File: src/rtl/dma2d_pkg.sv
package dma2d_pkg;

  typedef enum logic {
    GEN_IDLE = 1'b0,
    GEN_RUN  = 1'b1
  } gen_state_e;

  function automatic logic [31:0] umin(input logic [31:0] a, input logic [31:0] b);
    return (a < b) ? a : b;
  endfunction

endpackage

File: src/rtl/dma2d_row_walker.sv
module dma2d_row_walker #(
  parameter int ADDR_W = 32,
  parameter int YLEN_W = 16
) (
  input  logic              clk,
  input  logic              rst_n,
  input  logic              load,
  input  logic [ADDR_W-1:0] base_in,
  input  logic [ADDR_W-1:0] stride_in,
  input  logic [YLEN_W-1:0] rows_m1_in,
  input  logic              advance,
  input  logic              rewind,
  output logic [ADDR_W-1:0] row_addr,
  output logic              last_row
);

  logic [ADDR_W-1:0] base_q;
  logic [ADDR_W-1:0] stride_q;
  logic [ADDR_W-1:0] row_addr_q;
  logic [YLEN_W-1:0] rows_m1_q;
  logic [YLEN_W-1:0] idx_q;

  always_ff @(posedge clk) begin
    if (!rst_n) begin
      base_q     <= '0;
      stride_q   <= '0;
      row_addr_q <= '0;
      rows_m1_q  <= '0;
      idx_q      <= '0;
    end else if (load) begin
      base_q     <= base_in;
      stride_q   <= stride_in;
      rows_m1_q  <= rows_m1_in;
      row_addr_q <= base_in;
      idx_q      <= '0;
    end else if (rewind) begin
      row_addr_q <= base_q;
      idx_q      <= '0;
    end else if (advance) begin
      row_addr_q <= row_addr_q + stride_q;
      idx_q      <= idx_q + 1'b1;
    end
  end

  assign row_addr = row_addr_q;
  assign last_row = (idx_q == rows_m1_q);

  // the row index never passes the programmed row count
  a_r1_row_index_bound: assert property (@(posedge clk) disable iff (!rst_n)
    idx_q <= rows_m1_q)
    else $error("row index beyond programmed count");

  // a single-row region never moves away from its base
  a_r3_single_row_fixed: assert property (@(posedge clk) disable iff (!rst_n)
    (rows_m1_q == '0) |-> (row_addr_q == base_q))
    else $error("single-row region moved by pitch");

endmodule

File: src/rtl/dma2d_row_cursor.sv
module dma2d_row_cursor #(
  parameter int BEAT_W  = 22,
  parameter int BURST_W = 5
) (
  input  logic               clk,
  input  logic               rst_n,
  input  logic               load,
  input  logic [BEAT_W-1:0]  row_beats_in,
  input  logic               clear,
  input  logic               step,
  input  logic [BURST_W-1:0] step_beats,
  output logic [BEAT_W-1:0]  beats_left,
  output logic [BEAT_W-1:0]  beat_ofs
);

  logic [BEAT_W-1:0] row_beats_q;
  logic [BEAT_W-1:0] ofs_q;

  always_ff @(posedge clk) begin
    if (!rst_n) begin
      row_beats_q <= '0;
      ofs_q       <= '0;
    end else begin
      if (load) row_beats_q <= row_beats_in;
      if (load || clear) ofs_q <= '0;
      else if (step)     ofs_q <= ofs_q + BEAT_W'(step_beats);
    end
  end

  assign beats_left = row_beats_q - ofs_q;
  assign beat_ofs   = ofs_q;

  // the offset inside a row never passes the row end
  a_r6_ofs_within_row: assert property (@(posedge clk) disable iff (!rst_n)
    ofs_q <= row_beats_q)
    else $error("row offset past row end");

  // a step never consumes more beats than the row has left
  a_r6_step_fits_row: assert property (@(posedge clk) disable iff (!rst_n)
    step |-> (BEAT_W'(step_beats) <= beats_left))
    else $error("burst overruns row");

endmodule

File: src/rtl/dma2d_burst_split.sv
module dma2d_burst_split import dma2d_pkg::*; #(
  parameter int ADDR_W      = 32,
  parameter int BEAT_W      = 22,
  parameter int BURST_W     = 5,
  parameter int OFS_W       = 3,
  parameter int MAX_BURST   = 16,
  parameter int BOUND_BYTES = 4096,
  parameter bit MEM_SIDE    = 1'b1
) (
  input  logic               clk,
  input  logic               rst_n,
  input  logic               active,
  input  logic [ADDR_W-1:0]  cur_addr,
  input  logic [BEAT_W-1:0]  beats_left,
  output logic [BURST_W-1:0] burst_beats,
  output logic               fin_row
);

  logic [31:0] room;
  logic [31:0] left32;
  logic [31:0] pick;
  logic        unused_addr;

  assign unused_addr = ^cur_addr;
  assign left32      = 32'(beats_left);

  if (MEM_SIDE) begin : g_bound
    localparam int BND_LSB   = $clog2(BOUND_BYTES);
    localparam int BND_BEATS = BOUND_BYTES >> OFS_W;

    assign room = 32'(BND_BEATS) - 32'(cur_addr[BND_LSB-1:OFS_W]);

    // a burst ends on or before the next boundary
    a_r5_no_boundary_cross: assert property (@(posedge clk) disable iff (!rst_n)
      active |-> ((32'(cur_addr[BND_LSB-1:OFS_W]) + 32'(burst_beats)) <= 32'(BND_BEATS)))
      else $error("burst crosses address boundary");
  end else begin : g_flat
    assign room = 32'(MAX_BURST);
  end

  assign pick        = umin(umin(left32, 32'(MAX_BURST)), room);
  assign burst_beats = BURST_W'(pick);
  assign fin_row     = (pick == left32);

  // burst size within 1..MAX_BURST
  a_r5_burst_range: assert property (@(posedge clk) disable iff (!rst_n)
    active |-> (burst_beats != '0 && 32'(burst_beats) <= 32'(MAX_BURST)))
    else $error("burst size out of range");

endmodule

File: src/rtl/dma2d_addr_gen.sv
module dma2d_addr_gen import dma2d_pkg::*; #(
  parameter int ADDR_W      = 32,
  parameter int XLEN_W      = 24,
  parameter int YLEN_W      = 16,
  parameter int BUS_BYTES   = 8,
  parameter int MAX_BURST   = 16,
  parameter int BOUND_BYTES = 4096,
  parameter bit MEM_SIDE    = 1'b1,
  localparam int BURST_W    = $clog2(MAX_BURST) + 1
) (
  input  logic               clk,
  input  logic               rst_n,
  input  logic               enable,
  input  logic               cfg_load,
  input  logic [ADDR_W-1:0]  cfg_addr,
  input  logic [XLEN_W-1:0]  cfg_xlen_m1,
  input  logic [YLEN_W-1:0]  cfg_ylen_m1,
  input  logic [ADDR_W-1:0]  cfg_stride,
  input  logic               cfg_cyclic,
  output logic               req_valid,
  input  logic               req_ready,
  output logic [ADDR_W-1:0]  req_addr,
  output logic [BURST_W-1:0] req_beats,
  output logic               req_row_last,
  output logic               req_xfer_last,
  output logic               done
);

  localparam int OFS_W = $clog2(BUS_BYTES);
  localparam int BEAT_W = XLEN_W - OFS_W + 1;
  localparam logic [ADDR_W-1:0] LOW_MASK = ADDR_W'(BUS_BYTES - 1);

  gen_state_e state_q;
  logic cyc_q;
  logic done_q;

  logic [ADDR_W-1:0] base_in;
  logic [ADDR_W-1:0] stride_in;
  logic [BEAT_W-1:0] row_beats_in;
  logic [ADDR_W-1:0] row_addr;
  logic [ADDR_W-1:0] cur_addr;
  logic [BEAT_W-1:0] beats_left;
  logic [BEAT_W-1:0] beat_ofs;
  logic [BURST_W-1:0] burst_beats;
  logic last_row;
  logic fin_row;
  logic start;
  logic fire;
  logic row_end;
  logic xfer_end;

  assign start        = cfg_load && enable && (state_q == GEN_IDLE);
  assign req_valid    = (state_q == GEN_RUN);
  assign fire         = req_valid && req_ready;
  assign row_end      = fire && fin_row;
  assign xfer_end     = row_end && last_row;
  assign row_beats_in = BEAT_W'(cfg_xlen_m1 >> OFS_W) + BEAT_W'(1);
  assign cur_addr     = row_addr + ADDR_W'({beat_ofs, {OFS_W{1'b0}}});

  if (MEM_SIDE) begin : g_mem
    assign base_in   = cfg_addr & ~LOW_MASK;
    assign stride_in = cfg_stride & ~LOW_MASK;
    assign req_addr  = cur_addr;
  end else begin : g_stream
    logic unused_side;
    assign unused_side = ^{cfg_addr, cfg_stride, cur_addr};
    assign base_in   = '0;
    assign stride_in = '0;
    assign req_addr  = '0;
  end

  always_ff @(posedge clk) begin
    if (!rst_n) begin
      state_q <= GEN_IDLE;
      cyc_q   <= 1'b0;
      done_q  <= 1'b0;
    end else begin
      done_q <= xfer_end;
      if (start) begin
        state_q <= GEN_RUN;
        cyc_q   <= cfg_cyclic;
      end else if (fire && (!enable || (xfer_end && !cyc_q))) begin
        state_q <= GEN_IDLE;
      end
    end
  end

  dma2d_row_walker #(
    .ADDR_W (ADDR_W),
    .YLEN_W (YLEN_W)
  ) u_walker (
    .clk        (clk),
    .rst_n      (rst_n),
    .load       (start),
    .base_in    (base_in),
    .stride_in  (stride_in),
    .rows_m1_in (cfg_ylen_m1),
    .advance    (row_end && !last_row),
    .rewind     (xfer_end),
    .row_addr   (row_addr),
    .last_row   (last_row)
  );

  dma2d_row_cursor #(
    .BEAT_W  (BEAT_W),
    .BURST_W (BURST_W)
  ) u_cursor (
    .clk          (clk),
    .rst_n        (rst_n),
    .load         (start),
    .row_beats_in (row_beats_in),
    .clear        (row_end),
    .step         (fire),
    .step_beats   (burst_beats),
    .beats_left   (beats_left),
    .beat_ofs     (beat_ofs)
  );

  dma2d_burst_split #(
    .ADDR_W      (ADDR_W),
    .BEAT_W      (BEAT_W),
    .BURST_W     (BURST_W),
    .OFS_W       (OFS_W),
    .MAX_BURST   (MAX_BURST),
    .BOUND_BYTES (BOUND_BYTES),
    .MEM_SIDE    (MEM_SIDE)
  ) u_split (
    .clk         (clk),
    .rst_n       (rst_n),
    .active      (req_valid),
    .cur_addr    (cur_addr),
    .beats_left  (beats_left),
    .burst_beats (burst_beats),
    .fin_row     (fin_row)
  );

  assign req_beats     = burst_beats;
  assign req_row_last  = fin_row;
  assign req_xfer_last = fin_row && last_row;
  assign done          = done_q;

  // a waiting request is neither withdrawn nor altered
  a_r10_hold_until_accept: assert property (@(posedge clk) disable iff (!rst_n)
    (req_valid && !req_ready) |=> (req_valid && $stable(req_addr) && $stable(req_beats)
                                   && $stable(req_row_last) && $stable(req_xfer_last)))
    else $error("request changed while stalled");

  // done only follows acceptance of the final request
  a_r7_done_after_final: assert property (@(posedge clk) disable iff (!rst_n)
    done |-> $past(req_valid && req_ready && req_xfer_last))
    else $error("done without final request");

  // end of region is also end of a row
  a_r6_xfer_implies_row: assert property (@(posedge clk) disable iff (!rst_n)
    (req_valid && req_xfer_last) |-> req_row_last)
    else $error("region end not on row end");

  // disabled block stops after the accepted request
  a_r9_stop_when_disabled: assert property (@(posedge clk) disable iff (!rst_n)
    (req_valid && req_ready && !enable) |=> !req_valid)
    else $error("generation continued while disabled");

endmodule

File: config.mk
export PLATFORM = sky130hd
export DESIGN_NAME = dma2d_addr_gen
export DESIGN_NICKNAME = d
export VERILOG_FILES = /design/src/rtl/dma2d_pkg.sv /design/src/rtl/dma2d_row_walker.sv /design/src/rtl/dma2d_row_cursor.sv /design/src/rtl/dma2d_burst_split.sv /design/src/rtl/dma2d_addr_gen.sv
export SDC_FILE = /design/constraint.sdc
export NUM_CORES = 1
export LEC_CHECK = 0
export BUFFER_PORTS_ARGS = -buffer_cell sky130_fd_sc_hd__buf_4
export CORE_ASPECT_RATIO = 0.9
export CORE_MARGIN = 5
export CORE_UTILIZATION = 55
export CTS_CLUSTER_DIAMETER = 60
export DETAILED_ROUTE_END_ITERATION = 7
export PLACE_DENSITY = 0.8
export SLEW_MARGIN = 30
export SYNTH_ARGS = -nofsm -noshare
export SYNTH_HDL_FRONTEND = slang
export SYNTH_SLANG_ARGS = --single-unit
File: constraint.sdc
create_clock -name clk -period 9.55 [get_ports clk]
set_input_delay 0.4775 -clock clk [delete_from_list [all_inputs] [get_ports clk]]
set_output_delay 0.4775 -clock clk [all_outputs]
set_load 0.01 [all_outputs]
* Word level (Yosys, flattened, before mapping)
Index checks and enable logic that the tools add are counted.
Word-level totals: input bits 110, memories 0, word-level logic and storage cells 51, latch bits 0, RAM bits 0, ROM bits 0, register bits 169
Operators by class: reduce and logical (&&, ||, !) cells 20, mux-type cells 7, bitwise operators 2, add/sub/neg operators 7, shifts and indexed selects 0, multipliers 0, $lt $le $gt $ge 2, equal/unequal tests 2, divide/modulo/power cells 0
Operator list (number):
- 32-bit 2-to-1 mux | 4
- 32-bit by 25-bit adder with 32-bit output | 1
- 32-bit adder | 1
- 32-bit by 22-bit equality test with 1-bit output | 1
- 32-bit less-than comparator | 1
- 21-bit by 1-bit adder with 22-bit output (second input constant) | 1
- 22-bit by 5-bit adder with 22-bit output | 1
- 22-bit by 5-bit less-than comparator with 1-bit output (second input constant) | 1
- 22-bit 2-to-1 mux | 1
- 22-bit subtractor | 1
- 16-bit by 1-bit adder with 16-bit output (second input constant) | 1
- 16-bit equality test | 1
- 10-bit by 9-bit subtractor with 11-bit output (first input constant) | 1
- 1-bit logical AND | 9
- 2-bit nonzero test | 2
- 2-bit OR reduction | 2
- 1-bit logical NOT | 3
- 3-bit nonzero test | 1
- 3-bit OR reduction | 1
- 1-bit logical OR | 2
- 1-bit 2-to-1 mux | 2
- 1-bit inverter | 2

* Depth between registers and ports, before layout
depth in word-level cells 13, mapped depth 35

* Hierarchy
Synthesis repeated with hierarchy kept, for this count alone.
Unflattened totals: cell total of the unflattened synthesis 1554, area, all modules 12916.1 sq um
Modules (own cells, without submodules):
- dma2d_row_walker | cells each 796, instances 1, sequential area each 2562.5 sq um, area an instance 7078.0 sq um
- dma2d_row_cursor | cells each 382, instances 1, sequential area each 880.8 sq um, area an instance 3163.0 sq um
- dma2d_addr_gen | cells each 282, instances 1, sequential area each 60.1 sq um, area an instance 1955.6 sq um
- dma2d_burst_split | cells each 94, instances 1, sequential area each 0.0 sq um, area an instance 719.4 sq um

* Worst setup path after synthesis
No wires, ideal clock.
path type register to register, start register u_cursor.ofs_q[4] (netlist: u_cursor.beat_ofs[4]), end register u_cursor.ofs_q[14] (netlist: u_cursor.beat_ofs[14]), period minus slack after synthesis 7.293 ns, required time 9.433 ns, stages on the path, launching flop included 32, library setup time 0.117 ns, buffers on the path 0, arrival 7.175 ns, setup slack 2.257 ns, cells stage by stage dfxtp_1 -> inv_1 -> ha_1 -> a21o_1 -> or3_1 -> o21ai_1 -> o21ai_1 -> a21oi_1 -> xnor2_1 -> or4_1 -> or3_1 -> or2_2 -> nor2_1 -> ha_1 -> o21ai_0 -> a21oi_1 -> nor2_1 -> o21ai_0 -> o2111ai_1 -> or4b_4 -> nor2_2 -> a21oi_2 -> o21ai_0 -> fa_1 -> a21o_1 -> a21oi_1 -> o21ai_0 -> nand3_1 -> or4_1 -> nor4_1 -> xnor2_1 -> nor2_1
On the way: cells in the longest elaborated chain, start to end 9, elaborated cells between the ends (all ways) 12, those cells by class add/sub: 4; order compare: 2; eq/ne: 1; mux: 2; reduce/logical: 3
RTL lines:
- start: declaration | RTL line dma2d_row_cursor.sv:17 | logic [BEAT_W-1:0] ofs_q;
- start signal: assignment | RTL line dma2d_row_cursor.sv:26 | else if (step) ofs_q <= ofs_q + BEAT_W'(step_beats);
- 22-bit subtractor | RTL line dma2d_row_cursor.sv:30 | assign beats_left = row_beats_q - ofs_q;
- 22-bit by 5-bit less-than comparator with 1-bit output | RTL line dma2d_pkg.sv:9 | return (a < b) ? a : b;
- 22-bit 2-to-1 mux | RTL line dma2d_pkg.sv:9
- 32-bit less-than comparator | RTL line dma2d_pkg.sv:9
- 32-bit 2-to-1 mux * | RTL line dma2d_pkg.sv:9
- named net req_beats[1] | RTL line dma2d_addr_gen.sv:23 | output logic [BURST_W-1:0] req_beats,
- parallel branches: the longest is 4 deep, another holds 22-bit by 5-bit adder with 22-bit output
Mark *: on every way through the listed nets, which the timed path passes. A chain may end at the register's enable or synchronous reset.

* Worst setup path after layout
start register u_cursor.ofs_q[1] (netlist: u_cursor.beat_ofs[1]), end register u_cursor.ofs_q[19] (netlist: u_cursor.beat_ofs[19])
On the way: cells in the longest elaborated chain, start to end 9, elaborated cells between the ends (all ways) 12, those cells by class add/sub: 4; order compare: 2; eq/ne: 1; mux: 2; reduce/logical: 3
RTL lines:
- parallel branches: the longest is 9 deep, another holds 32-bit less-than comparator
Several ways; the timed one is not identified.

==> qor.tcl <==
set qor(ios) 151
set qor(total_count_of_max_transition_violations_in_the_final_report) 0
set qor(global_route_wire_length_before_repair_um) 54300
set qor(multiInputGateArea_mm2) 0.00782
set qor(met2RoutedLength_um) 14900
set qor(synth_edf_count) 0
set qor(global_route.overflow_total) 0
set qor(die_height_um) 148
set qor(n_antenna_cell) 0
set qor(syn_to_final_growth_pct) 15.5
set qor(timing.critical_path.from) {u_cursor.beat_ofs[1]}
set qor(hpwl_um) 24700
set qor(r2r_setup_slack_ns) 1.17
set qor(globalplace.congestion) 0.937
set qor(wl_met3_um) 2460
set qor(crit_path_max_incr_delay_ns) 0.60
set qor(inst_count_dp) 1928
set qor(synth_sequential_area_ratio) 0.289
set qor(reported_max_cap_violation_count) 0
set qor(worst_setup_path_start_kind) {flop}
set qor(yosys.cell_types.count) 76
set qor(htreeDepth) 4
set qor(netlist_top_cells_count) {nand2_1, dfxtp_1, a21oi_1, nor2_1, ha_1}
set qor(mapped_cell_area_mm2) 0.0117
set qor(max_slew.worst_pin.slew_ns) 0.871
set qor(finish.cell_count_without_fillers) 1959
set qor(grt_usage) 0.270
set qor(worst-path-max-fanout) 6
set qor(drt-total-wl_um) 33300
set qor(numPortBuffers) 141
set qor(final.min_clock_period_ns) 8.38
set qor(post-synth-top-area-fraction) 0.289
set qor(ctsHoldBuffers) 0
set qor(number_of_iterations_in_the_first_detailed_routing_pass) 5
set qor(achievable-frequency_ghz) 0.119
set qor(hold_path_class) {in -> reg}
set qor(avgSynthCellArea_um2) 7.52
set qor(grt_antenna_before_repair) 0
set qor(post_drt_wl_per_cell_um) 17.0
set qor(width_of_the_die_um) 164
set qor(fin_worst_hold_slack_ns) 0.237
set qor(yosys_register_bits) 169
set qor(ant_nets) 0
set qor(criticalPathCategory) {reg -> reg}
set qor(crit_path_capture_type) {flop}
set qor(layout.cell_area.non_filler_mm2) 0.0135
set qor(count_of_buffers_added_by_post_cts_timing_repair_for_setup) 0
set qor(detailroute.via_count) 11600
set qor(maxSlewHeadroom) 0.419
set qor(fin_worst_skew_ns) 0.0101
set qor(setup_repair_after_global_routing_missed_its_margin) {no}
set qor(cp_data_arrival_time_ns) 8.68
set qor(register_area_mm2) 0.00338
set qor(cpMaxStageDelayCell) {or4_1}
set qor(vdd_ir_drop_max_mv) 0.109
set qor(grt_start_max_net_pins) 82
set qor(drt_first_iter_violations) 817
set qor(synth_ff_type) {dfxtp_1}
set qor(setup_slack_ns) 1.17
set qor(placement_rows) 50
set qor(crit-reg2reg-launch) {u_cursor.beat_ofs[1]}
set qor(total_leakage_power_nw) 5.68
set qor(post_dp_cell_area_mm2) 0.0129
set qor(final_core_utilization) 0.648
set qor(cts_tree) {done}
set qor(drive_gt1_frac) 0.123
set qor(routedLengthMet1_um) 15400
set qor(core_area_mm2) 0.0208
set qor(clkSlewWorstSetupHoldPaths_ns) 0.07
set qor(worstPathRequired_ns) 9.85
set qor(dp_worst_setup_slack_ns) 1.36
set qor(design.die.area_mm2) 0.0243
set qor(grt_pass1_vias) 10900
set qor(final_net_count) 1863
set qor(critical_path.most_common_cell) {a21oi_1}
set qor(ys_warn_count) 0
set qor(topRoutingLayerUsed) {met5}
set qor(synth_most_common_cell) {nand2_1}
set qor(cts_max_path_buffers) 2
set qor(outcome) {completed}
set qor(report.final.setup_viol) 0
set qor(postCtsResizedCells) 0
set qor(async_reset_ff_frac) 0
set qor(initial_utilization) 0.561
set qor(num-fill-cells) 1834
set qor(area_leader_netlist) {dfxtp_1}
set qor(cts.sinks) 169
set qor(areal_power_density_over_the_cells_mw_per_mm2) 147
set qor(drt_drc_violations_left) 0
set qor(endpoints_failing_hold) 0
set qor(via_per_inst) 5.92
set qor(cts-root-buf) {clkbuf_16}
set qor(layout_worst_path_cycle_share) 0.877
set qor(setup_tns_ns) 0
set qor(power.total_mw) 1.98
set qor(clk_latency_ns) 0.44
set qor(postSynthCellCount) 1554
set qor(total_cts_buffers) 17
set qor(yosys-top-cells-area) {dfxtp_1, ha_1, nand2_1}
set qor(min-delay-start) {cfg_xlen_m1[3]}
-- layer usage --
| metal | up-vias | GRT usage |
|---|---|---|
| li1 | 5737 | - |
| met1 | 5360 | 0.384 |
| met2 | 464 | 0.427 |
| met3 | 42 | 0.0490 |
| met4 | 2 | 0.0629 |
| met5 | - | 0 |
-- cell families (layout without fill, tap and decap cells) --
group / after synthesis / in the layout / synth area share
multiplexers: 10 / 10 / 0.00867
flip-flops: 169 / 169 / 0.289
AO/OA/AOI/OAI: 393 / 393 / 0.214
buffers and inverters: 133 / 248 / 0.0445
AND/OR/NAND/NOR: 633 / 633 / 0.250
XOR/XNOR: 123 / 123 / 0.0921
other: 1 / 5 / 0.000321
adder cells (fa/ha/maj): 92 / 92 / 0.101
-- layout make-up --
type | instances | share of cell area
clock buffer | 18 | 0.0325
clock inverter | 13 | 0.00880
inverter | 66 | 0.0184
multi-input combinational | 1256 | 0.579
sequential | 169 | 0.251
tap | 286 | 0.0265
timing repair buffer | 151 | 0.0839
-- worst max-delay path, delay by kind of cell, from the launching register on --
| kind | cells | cell delay, ns |
|---|---|---|
| buffers and inverters | 2 | 0.33 |
| XOR/XNOR | 2 | 0.34 |
| adder cells (fa/ha/maj) | 3 | 0.73 |
| flip-flops | 1 | 0.49 |
| AO/OA/AOI/OAI | 14 | 2.83 |
| AND/OR/NAND/NOR | 14 | 3.51 |
-- sequential cells by signal (all words and copies together), names as in the netlist --
| register | flops |
|---|---|
| u_walker.base_q | 29 |
| u_walker.rows_m1_q | 16 |
| u_walker.row_addr | 32 |
| req_valid | 1 |
| u_cursor.row_beats_q | 22 |
| done | 1 |
| cyc_q | 1 |
| u_walker.stride_q | 29 |
| u_walker.idx_q | 16 |
| u_cursor.beat_ofs | 22 |
-- worst paths after layout --
kind | cells after the start | end
hold reg to reg | 2 | u_walker.base_q[20]
setup reg to reg | 35 | u_cursor.beat_ofs[19]
setup / recovery | 35 | u_cursor.beat_ofs[19]
hold / removal | 2 | u_cursor.row_beats_q[0]
-- power breakdown --
part           internal, mW  switching, mW  leakage (nW)  total [mW]
Combinational         0.220          0.332          4.02       0.552
Clock                 0.367          0.307         0.277       0.675
Sequential            0.733         0.0229          1.38       0.756
Total                  1.32          0.663          5.68        1.98
-- cell usage in the layout (no fill, tap or decap), types with 10 or more instances in the layout --
cell type    n
o31ai_1     17
ha_1        88
nor4_1      11
nand2_1    260
o211ai_1    13
inv_1       65
a211oi_1    26
a31oi_1     22
dfxtp_1    169
and3_1      19
o21ai_0     52
buf_4      151
a21o_1      15
o21a_1      26
xnor2_1     69
nor2_1     132
or3_1       16
nor3_1      36
nand4_1     20
nand2b_1    14
a41oi_1     10
xor2_1      54
clkbuf_16   17
a21oi_1    147
nand3_1     68
No activity file was read; power rests on OpenSTA's default activity.
